===== config.mk =====
export PLATFORM = sky130hd
export DESIGN_NAME = sio_irq_ctrl
export DESIGN_NICKNAME = d
export VERILOG_FILES = /design/src/rtl/sio_irq_pkg.sv /design/src/rtl/sio_irq_chan.sv /design/src/rtl/sio_irq_prio.sv /design/src/rtl/sio_irq_ctrl.sv
export SDC_FILE = /design/constraint.sdc
export NUM_CORES = 1
export LEC_CHECK = 0
export BUFFER_PORTS_ARGS = -buffer_cell sky130_fd_sc_hd__buf_2
export CORE_ASPECT_RATIO = 1.4
export CORE_MARGIN = 2
export CORE_UTILIZATION = 30
export CTS_CLUSTER_SIZE = 12
export DETAILED_ROUTE_END_ITERATION = 10
export PLACE_DENSITY_LB_ADDON = 0.08
export SYNTH_ARGS = -nofsm -noshare
export SYNTH_HDL_FRONTEND = slang
export SYNTH_SLANG_ARGS = --single-unit

===== constraint.sdc =====
create_clock -name clk -period 1.1 [get_ports clk]
set_clock_uncertainty 0.1 [all_clocks]
set_input_delay 0.165 -clock clk [delete_from_list [all_inputs] [get_ports clk]]
set_output_delay 0.165 -clock clk [all_outputs]
set_load 0.05 [all_outputs]

===== src/rtl/sio_irq_pkg.sv =====
package sio_irq_pkg;

  localparam int CFG_W       = 8;
  localparam int NUM_CH      = 2;
  localparam int SRC_N       = 3 * NUM_CH;
  localparam int ADDR_W      = 4;
  localparam int ADDR_CHCFG  = 1;
  localparam int ADDR_MASTER = 9;

  // bit positions inside a channel configuration byte
  localparam int BIT_STAT_EN = 0;
  localparam int BIT_TX_EN   = 1;
  localparam int BIT_PAR_SC  = 2;
  localparam int BIT_MODE_LO = 3;
  localparam int BIT_MODE_HI = 4;
  // bit position of the master enable at address 9
  localparam int BIT_MIE     = 3;

  localparam logic [2:0] SRC_NONE = 3'd7;

  typedef enum logic [1:0] {
    RXI_OFF     = 2'b00,
    RXI_FIRST   = 2'b01,
    RXI_ALL     = 2'b10,
    RXI_SC_ONLY = 2'b11
  } rxi_mode_e;

  // pending vector: bit 5 = A rx ... bit 0 = B status; scan from the top
  function automatic logic [2:0] pick_top(input logic [SRC_N-1:0] pv);
    logic [2:0] code;
    code = SRC_NONE;
    for (int k = 0; k < SRC_N; k++) begin
      if (pv[k]) code = 3'(SRC_N - 1 - k);
    end
    return code;
  endfunction

  function automatic logic [CFG_W-1:0] pack_status(input logic [SRC_N-1:0] pv,
                                                   input logic            via_b);
    logic [CFG_W-1:0] b;
    b = '0;
    if (!via_b) b[SRC_N-1:0] = pv;
    return b;
  endfunction

endpackage


===== src/rtl/sio_irq_chan.sv =====
module sio_irq_chan
  import sio_irq_pkg::*;
(
  input  logic             clk,
  input  logic             rst_n,
  input  logic             cfg_load,
  input  logic [CFG_W-1:0] cfg_wdata,
  input  logic             ev_rx_char,
  input  logic             ev_overrun,
  input  logic             ev_frame_err,
  input  logic             ev_end_frame,
  input  logic             ev_parity_err,
  input  logic             ev_tx_empty,
  input  logic             tx_data_wr,
  input  logic             ev_stat_chg,
  input  logic             cmd_rx_ack,
  input  logic             cmd_err_rst,
  input  logic             cmd_rx_rearm,
  input  logic             cmd_tx_ack,
  input  logic             cmd_stat_ack,
  output logic             pend_rx,
  output logic             pend_tx,
  output logic             pend_st,
  output logic             sc_evt,
  output logic [CFG_W-1:0] cfg_q
);

  rxi_mode_e rx_mode;
  logic      armed_q;
  logic      char_pend_q, sc_pend_q, tx_pend_q, st_pend_q;
  logic      char_hit, sc_hit, tx_hit, st_hit;

  assign rx_mode = rxi_mode_e'(cfg_q[BIT_MODE_HI:BIT_MODE_LO]);

  assign sc_evt   = ev_overrun | ev_frame_err | ev_end_frame |
                    (ev_parity_err & cfg_q[BIT_PAR_SC]);
  assign char_hit = ev_rx_char &&
                    ((rx_mode == RXI_ALL) || ((rx_mode == RXI_FIRST) && armed_q));
  assign sc_hit   = sc_evt && (rx_mode != RXI_OFF);
  assign tx_hit   = ev_tx_empty & cfg_q[BIT_TX_EN];
  assign st_hit   = ev_stat_chg & cfg_q[BIT_STAT_EN];

  always_ff @(posedge clk or negedge rst_n) begin
    if (!rst_n) begin
      cfg_q <= '0;
    end else if (cfg_load) begin
      cfg_q <= cfg_wdata;
    end
  end

  always_ff @(posedge clk or negedge rst_n) begin
    if (!rst_n) begin
      armed_q <= 1'b1;
    end else if (cmd_rx_rearm) begin
      armed_q <= 1'b1;
    end else if (ev_rx_char && (rx_mode == RXI_FIRST)) begin
      armed_q <= 1'b0;
    end
  end

  // set has priority over clear for every flag
  always_ff @(posedge clk or negedge rst_n) begin
    if (!rst_n) begin
      char_pend_q <= 1'b0;
      sc_pend_q   <= 1'b0;
      tx_pend_q   <= 1'b0;
      st_pend_q   <= 1'b0;
    end else begin
      if (char_hit)                     char_pend_q <= 1'b1;
      else if (cmd_rx_ack)              char_pend_q <= 1'b0;
      if (sc_hit)                       sc_pend_q   <= 1'b1;
      else if (cmd_err_rst)             sc_pend_q   <= 1'b0;
      if (tx_hit)                       tx_pend_q   <= 1'b1;
      else if (cmd_tx_ack || tx_data_wr) tx_pend_q  <= 1'b0;
      if (st_hit)                       st_pend_q   <= 1'b1;
      else if (cmd_stat_ack)            st_pend_q   <= 1'b0;
    end
  end

  assign pend_rx = char_pend_q | sc_pend_q;
  assign pend_tx = tx_pend_q;
  assign pend_st = st_pend_q;

endmodule


===== src/rtl/sio_irq_prio.sv =====
module sio_irq_prio
  import sio_irq_pkg::*;
(
  input  logic [SRC_N-1:0] pend_vec,
  output logic [2:0]       top_src,
  output logic             any_pend
);
  assign top_src  = pick_top(pend_vec);
  assign any_pend = |pend_vec;
endmodule


===== src/rtl/sio_irq_ctrl.sv =====
module sio_irq_ctrl
  import sio_irq_pkg::*;
(
  input  logic              clk,
  input  logic              rst_n,
  input  logic              cfg_we,
  input  logic              cfg_chan,
  input  logic [ADDR_W-1:0] cfg_addr,
  input  logic [CFG_W-1:0]  cfg_wdata,
  input  logic [NUM_CH-1:0] ev_rx_char,
  input  logic [NUM_CH-1:0] ev_overrun,
  input  logic [NUM_CH-1:0] ev_frame_err,
  input  logic [NUM_CH-1:0] ev_end_frame,
  input  logic [NUM_CH-1:0] ev_parity_err,
  input  logic [NUM_CH-1:0] ev_tx_empty,
  input  logic [NUM_CH-1:0] tx_data_wr,
  input  logic [NUM_CH-1:0] ev_stat_chg,
  input  logic [NUM_CH-1:0] cmd_rx_ack,
  input  logic [NUM_CH-1:0] cmd_err_rst,
  input  logic [NUM_CH-1:0] cmd_rx_rearm,
  input  logic [NUM_CH-1:0] cmd_tx_ack,
  input  logic [NUM_CH-1:0] cmd_stat_ack,
  input  logic              rd_chan,
  output logic              irq,
  output logic [CFG_W-1:0]  pend_rd,
  output logic [2:0]        top_src
);

  logic                         mie_q;
  logic                         any_pend;
  logic [SRC_N-1:0]             pend_vec;
  logic [NUM_CH-1:0]            sc_evt;
  logic [NUM_CH-1:0][CFG_W-1:0] cfg_q;
  logic [NUM_CH-1:0]            cfg_load;
  logic [NUM_CH-1:0]            p_rx, p_tx, p_st;

  always_ff @(posedge clk or negedge rst_n) begin
    if (!rst_n) begin
      mie_q <= 1'b0;
    end else if (cfg_we && (cfg_addr == ADDR_W'(ADDR_MASTER))) begin
      mie_q <= cfg_wdata[BIT_MIE];
    end
  end

  for (genvar c = 0; c < NUM_CH; c++) begin : g_ch
    assign cfg_load[c] = cfg_we && (cfg_addr == ADDR_W'(ADDR_CHCFG)) &&
                         (cfg_chan == c[0]);
    sio_irq_chan u_chan (
      .clk          (clk),
      .rst_n        (rst_n),
      .cfg_load     (cfg_load[c]),
      .cfg_wdata    (cfg_wdata),
      .ev_rx_char   (ev_rx_char[c]),
      .ev_overrun   (ev_overrun[c]),
      .ev_frame_err (ev_frame_err[c]),
      .ev_end_frame (ev_end_frame[c]),
      .ev_parity_err(ev_parity_err[c]),
      .ev_tx_empty  (ev_tx_empty[c]),
      .tx_data_wr   (tx_data_wr[c]),
      .ev_stat_chg  (ev_stat_chg[c]),
      .cmd_rx_ack   (cmd_rx_ack[c]),
      .cmd_err_rst  (cmd_err_rst[c]),
      .cmd_rx_rearm (cmd_rx_rearm[c]),
      .cmd_tx_ack   (cmd_tx_ack[c]),
      .cmd_stat_ack (cmd_stat_ack[c]),
      .pend_rx      (p_rx[c]),
      .pend_tx      (p_tx[c]),
      .pend_st      (p_st[c]),
      .sc_evt       (sc_evt[c]),
      .cfg_q        (cfg_q[c])
    );
    // channel A (c=0) occupies the upper three bits
    assign pend_vec[3*(NUM_CH-1-c)+2] = p_rx[c];
    assign pend_vec[3*(NUM_CH-1-c)+1] = p_tx[c];
    assign pend_vec[3*(NUM_CH-1-c)]   = p_st[c];
  end

  sio_irq_prio u_prio (
    .pend_vec(pend_vec),
    .top_src (top_src),
    .any_pend(any_pend)
  );

  assign irq     = mie_q & any_pend;
  assign pend_rd = pack_status(pend_vec, rd_chan);

endmodule


==> impl_metrics.py <==
metrics = {
    "grt": {
        "use_met2_pct": 27.64,
        "grt.total_usage_pct": 15.02,
        "grtUsageMet1_pct": 17.40,
        "grt_max_degree": 22,
        "first_global_vias": 945,
        "met3_usage_pct": 1.852,
        "top_usage_layer": "met2",
        "antenna_found_initial": 0,
        "gr-total-overflow": 0,
        "grt_pass1_wl_mm": 4.188,
    },
    "setup_path": {
        "critPathRequiredTime_ns": 0.83,
        "cp_slowest_cell": "dfrtp_1",
        "worstPathCellList": "nor2_4 -> and4bb_4 -> a21boi_4 -> buf_6",
        "endpoint_kind": "output port",
        "arrival_ns": 1.30,
        "crit_type": "reg2out",
        "cp_max_fo": 3,
        "cp_top_family": "flip-flops",
        "critPathBufInv": 1,
        "slowest_delay_ns": 0.42,
        "crit_path_start_kind": "flip-flop",
    },
    "place": {
        "hpwlAfterDp_mm": 1.997,
        "place_area_um2": 1450,
        "port_buffers": 49,
        "routabilityCongestion": 0.7066,
        "dp.cells": 185,
        "pre_cts_ws_ns": -0.2545,
    },
    "floorplanning": {
        "die_y_um": 72.30,
        "fp.dieW_um": 52.79,
        "io_pins": 55,
        "dieArea_um2": 3816,
        "initial_utilization_pct": 31.71,
        "core-area_um2": 3153,
        "placementRows": 24,
    },
    "clock_tree": {
        "root_buffer": "clkbuf_8",
        "clock_path_buffers": 2,
        "cts_buffers": 3,
        "htree_levels": 1,
        "insertion_delay_ns": 0.26,
        "tritoncts": "done",
        "clk_pin_slew_worst_paths_ns": 0.07,
        "clock_sinks": 21,
    },
    "final_layout": {
        "final_cell_area_um2": 1758,
        "final_cell_count_no_fill": 202,
        "drive_gt1_share_pct": 65.64,
        "antenna_cells": 0,
        "fill_cells": 290,
        "finalNetCount": 207,
        "syn2layout_area_growth_pct": 75.85,
    },
    "timing": {
        "finalMaxSlewViolations": 0,
        "hold_viol_final": 0,
        "period_minus_slack_ns": 1.563,
        "rsz0062_at_grt": "yes",
        "fin_setup_tns_ns": -3.343,
        "setup_viol": 11,
        "fmax_ghz": 0.6398,
        "layout_setup_ws_ns": -0.4629,
        "timing.final.crit_share_pct": 142.1,
    },
    "drt": {
        "avgRoutedWirePerCell_um": 12.52,
        "routed_wirelength_mm": 2.529,
        "vias_per_cell": 4.564,
        "drc_errors": 0,
        "vias": 922,
        "dr.pass1.iters": 2,
        "drt_iter0_drc": 16,
        "drtAntennaViolNets": 0,
    },
    "synthesis": {
        "yosys.area.top_type": "dfrtp_1",
        "syn_avg_cell_area_um2": 11.49,
        "synth_seq_area_share_pct": 52.82,
        "yosysWarnings": 0,
        "netlist_instances": 87,
        "synthDistinctLibCells": 26,
        "ys_ff_latch": 21,
        "synth_area_leaders": "dfrtp_1, mux2_4, mux2_2",
        "syn_area_um2": 999.7,
        "synth_top_area_share_pct": 47.56,
    },
    "pwr": {
        "power_density_nw_per_um2": 1623,
        "power_leakage_nw": 0.8645,
        "ir_worst_vdd_uv": 900.0,
        "p_total_mw": 2.852,
    },
    "run": {
        "max_cap_viol_count": 0,
    },
    "worst_hold_path": {
        "hold_path.class": "in2reg",
    },
    "outcome": {
        "violations": "setup timing",
        "status": "finished with violations",
    },
}
## metrics by stage
step	utilization (%)	hold WS (ns)
2_1_floorplan	-	-0.2306
3_3_place_gp	45.99	0.05224
3_5_place_dp	45.99	0.04650
4_1_cts	54.29	0.0009258
5_1_grt	55.75	0.01324
6_report	55.75	0.002611
## worst register-to-register path, stage by stage (launching register included)
cell     delay (ns)
dfrtp_1        0.42
buf_6          0.14
buf_6          0.11
buf_6          0.10
a22o_1         0.18
## cells by family after synthesis
kind of cell | count (synthesis) | synth area share (%)
and+or+nand+nor | 29 | 16.90
DFF | 21 | 52.82
AOI/OAI and AO/OA | 16 | 10.89
muxes | 12 | 15.27
buffers and inverters | 8 | 3.754
other | 1 | 0.3751
## final timing paths
kind / start / to / slack, ns / cells after the start
min in group asynchronous: rst_n / g_ch[0].u_chan.cfg_q[2] / 0.28 / 2
max in group asynchronous: rst_n / g_ch[0].u_chan.armed_q / 0.28 / 2
max: g_ch[1].u_chan.char_pend_q / irq / -0.46 / 4
min: cmd_rx_rearm[1] / g_ch[1].u_chan.armed_q / 0.003 / 2
max reg2reg: g_ch[1].u_chan.pend_tx / g_ch[1].u_chan.pend_tx / -0.05 / 4
min reg2reg: g_ch[1].u_chan.cfg_q[0] / g_ch[1].u_chan.pend_st / 0.39 / 2
## synth_stat cells (all sizes together)
master and n:
nor2 12, and4bb 2, dfrtp 19, dfstp 2, nand3b 2, a21o 1, o21a 1, a2111oi 2
o21ai 5, nor4 2, inv 6, buf 2, mux2i 1, and3b 1, nand2 6, a21boi 1
nand2b 1, conb 1, o22ai 2, a22o 3, mux2 11, nor2b 3, a21oi 1
## layer usage
| metal | vias up | wire, µm |
|---|---|---|
| li1 | 452 | - |
| met1 | 431 | 961 |
| met2 | 36 | 1423 |
| met3 | 3 | 114 |
| met4 | 0 | 30 |
| met5 | - | 0 |
## where the power goes
group | switching, mW | internal [mW]
sequential | 0.151 | 0.935
combinational | 0.612 | 0.658
clock | 0.243 | 0.252
total | 1.01 | 1.85
## layout by cell type (no fill, tap or decap), types with 2 or more instances in the layout
cell	instances
buf_6	11
nor4_4	2
nor2b_4	2
buf_4	12
nor2_2	2
dlygate4sd3_1	7
inv_1	4
a22o_1	3
buf_8	4
dfstp_2	2
nand2_1	5
mux2_4	5
dfrtp_1	16
dfrtp_2	3
o21ai_0	4
mux2_2	6
conb_1	2
o22ai_1	2
clkbuf_8	3
nor2_4	5
nor2_1	5
buf_2	39
## cell type report
type	instances	area (µm²)	share of cell area [%]
clock buffer	3	41.29	2.349
inverter	6	25.02	1.423
sequential	21	531.8	30.25
clock inverter	1	5.005	0.2847
multi-input combinational	59	566.8	32.24
timing repair buffer	73	539.3	30.68
tap	39	48.80	2.776
## registers in the layout, summed over array words and instances, names as in the netlist
register and cells:
g_ch.u_chan.sc_pend_q 2, g_ch.u_chan.pend_tx 2, g_ch.u_chan.armed_q 2, g_ch.u_chan.pend_st 2, g_ch.u_chan.cfg_q 10, mie_q 1
g_ch.u_chan.char_pend_q 2
## timing repair
action,4_1_cts,5_1_grt
resized for setup,33,12
hold buffers,7,0
hold endpoints to repair,25,0
cloned,0,0
setup buffers,5,2
pin swaps,5,5
endpoints found under the setup margin,13,14
Power figures use the tool's default switching activity.
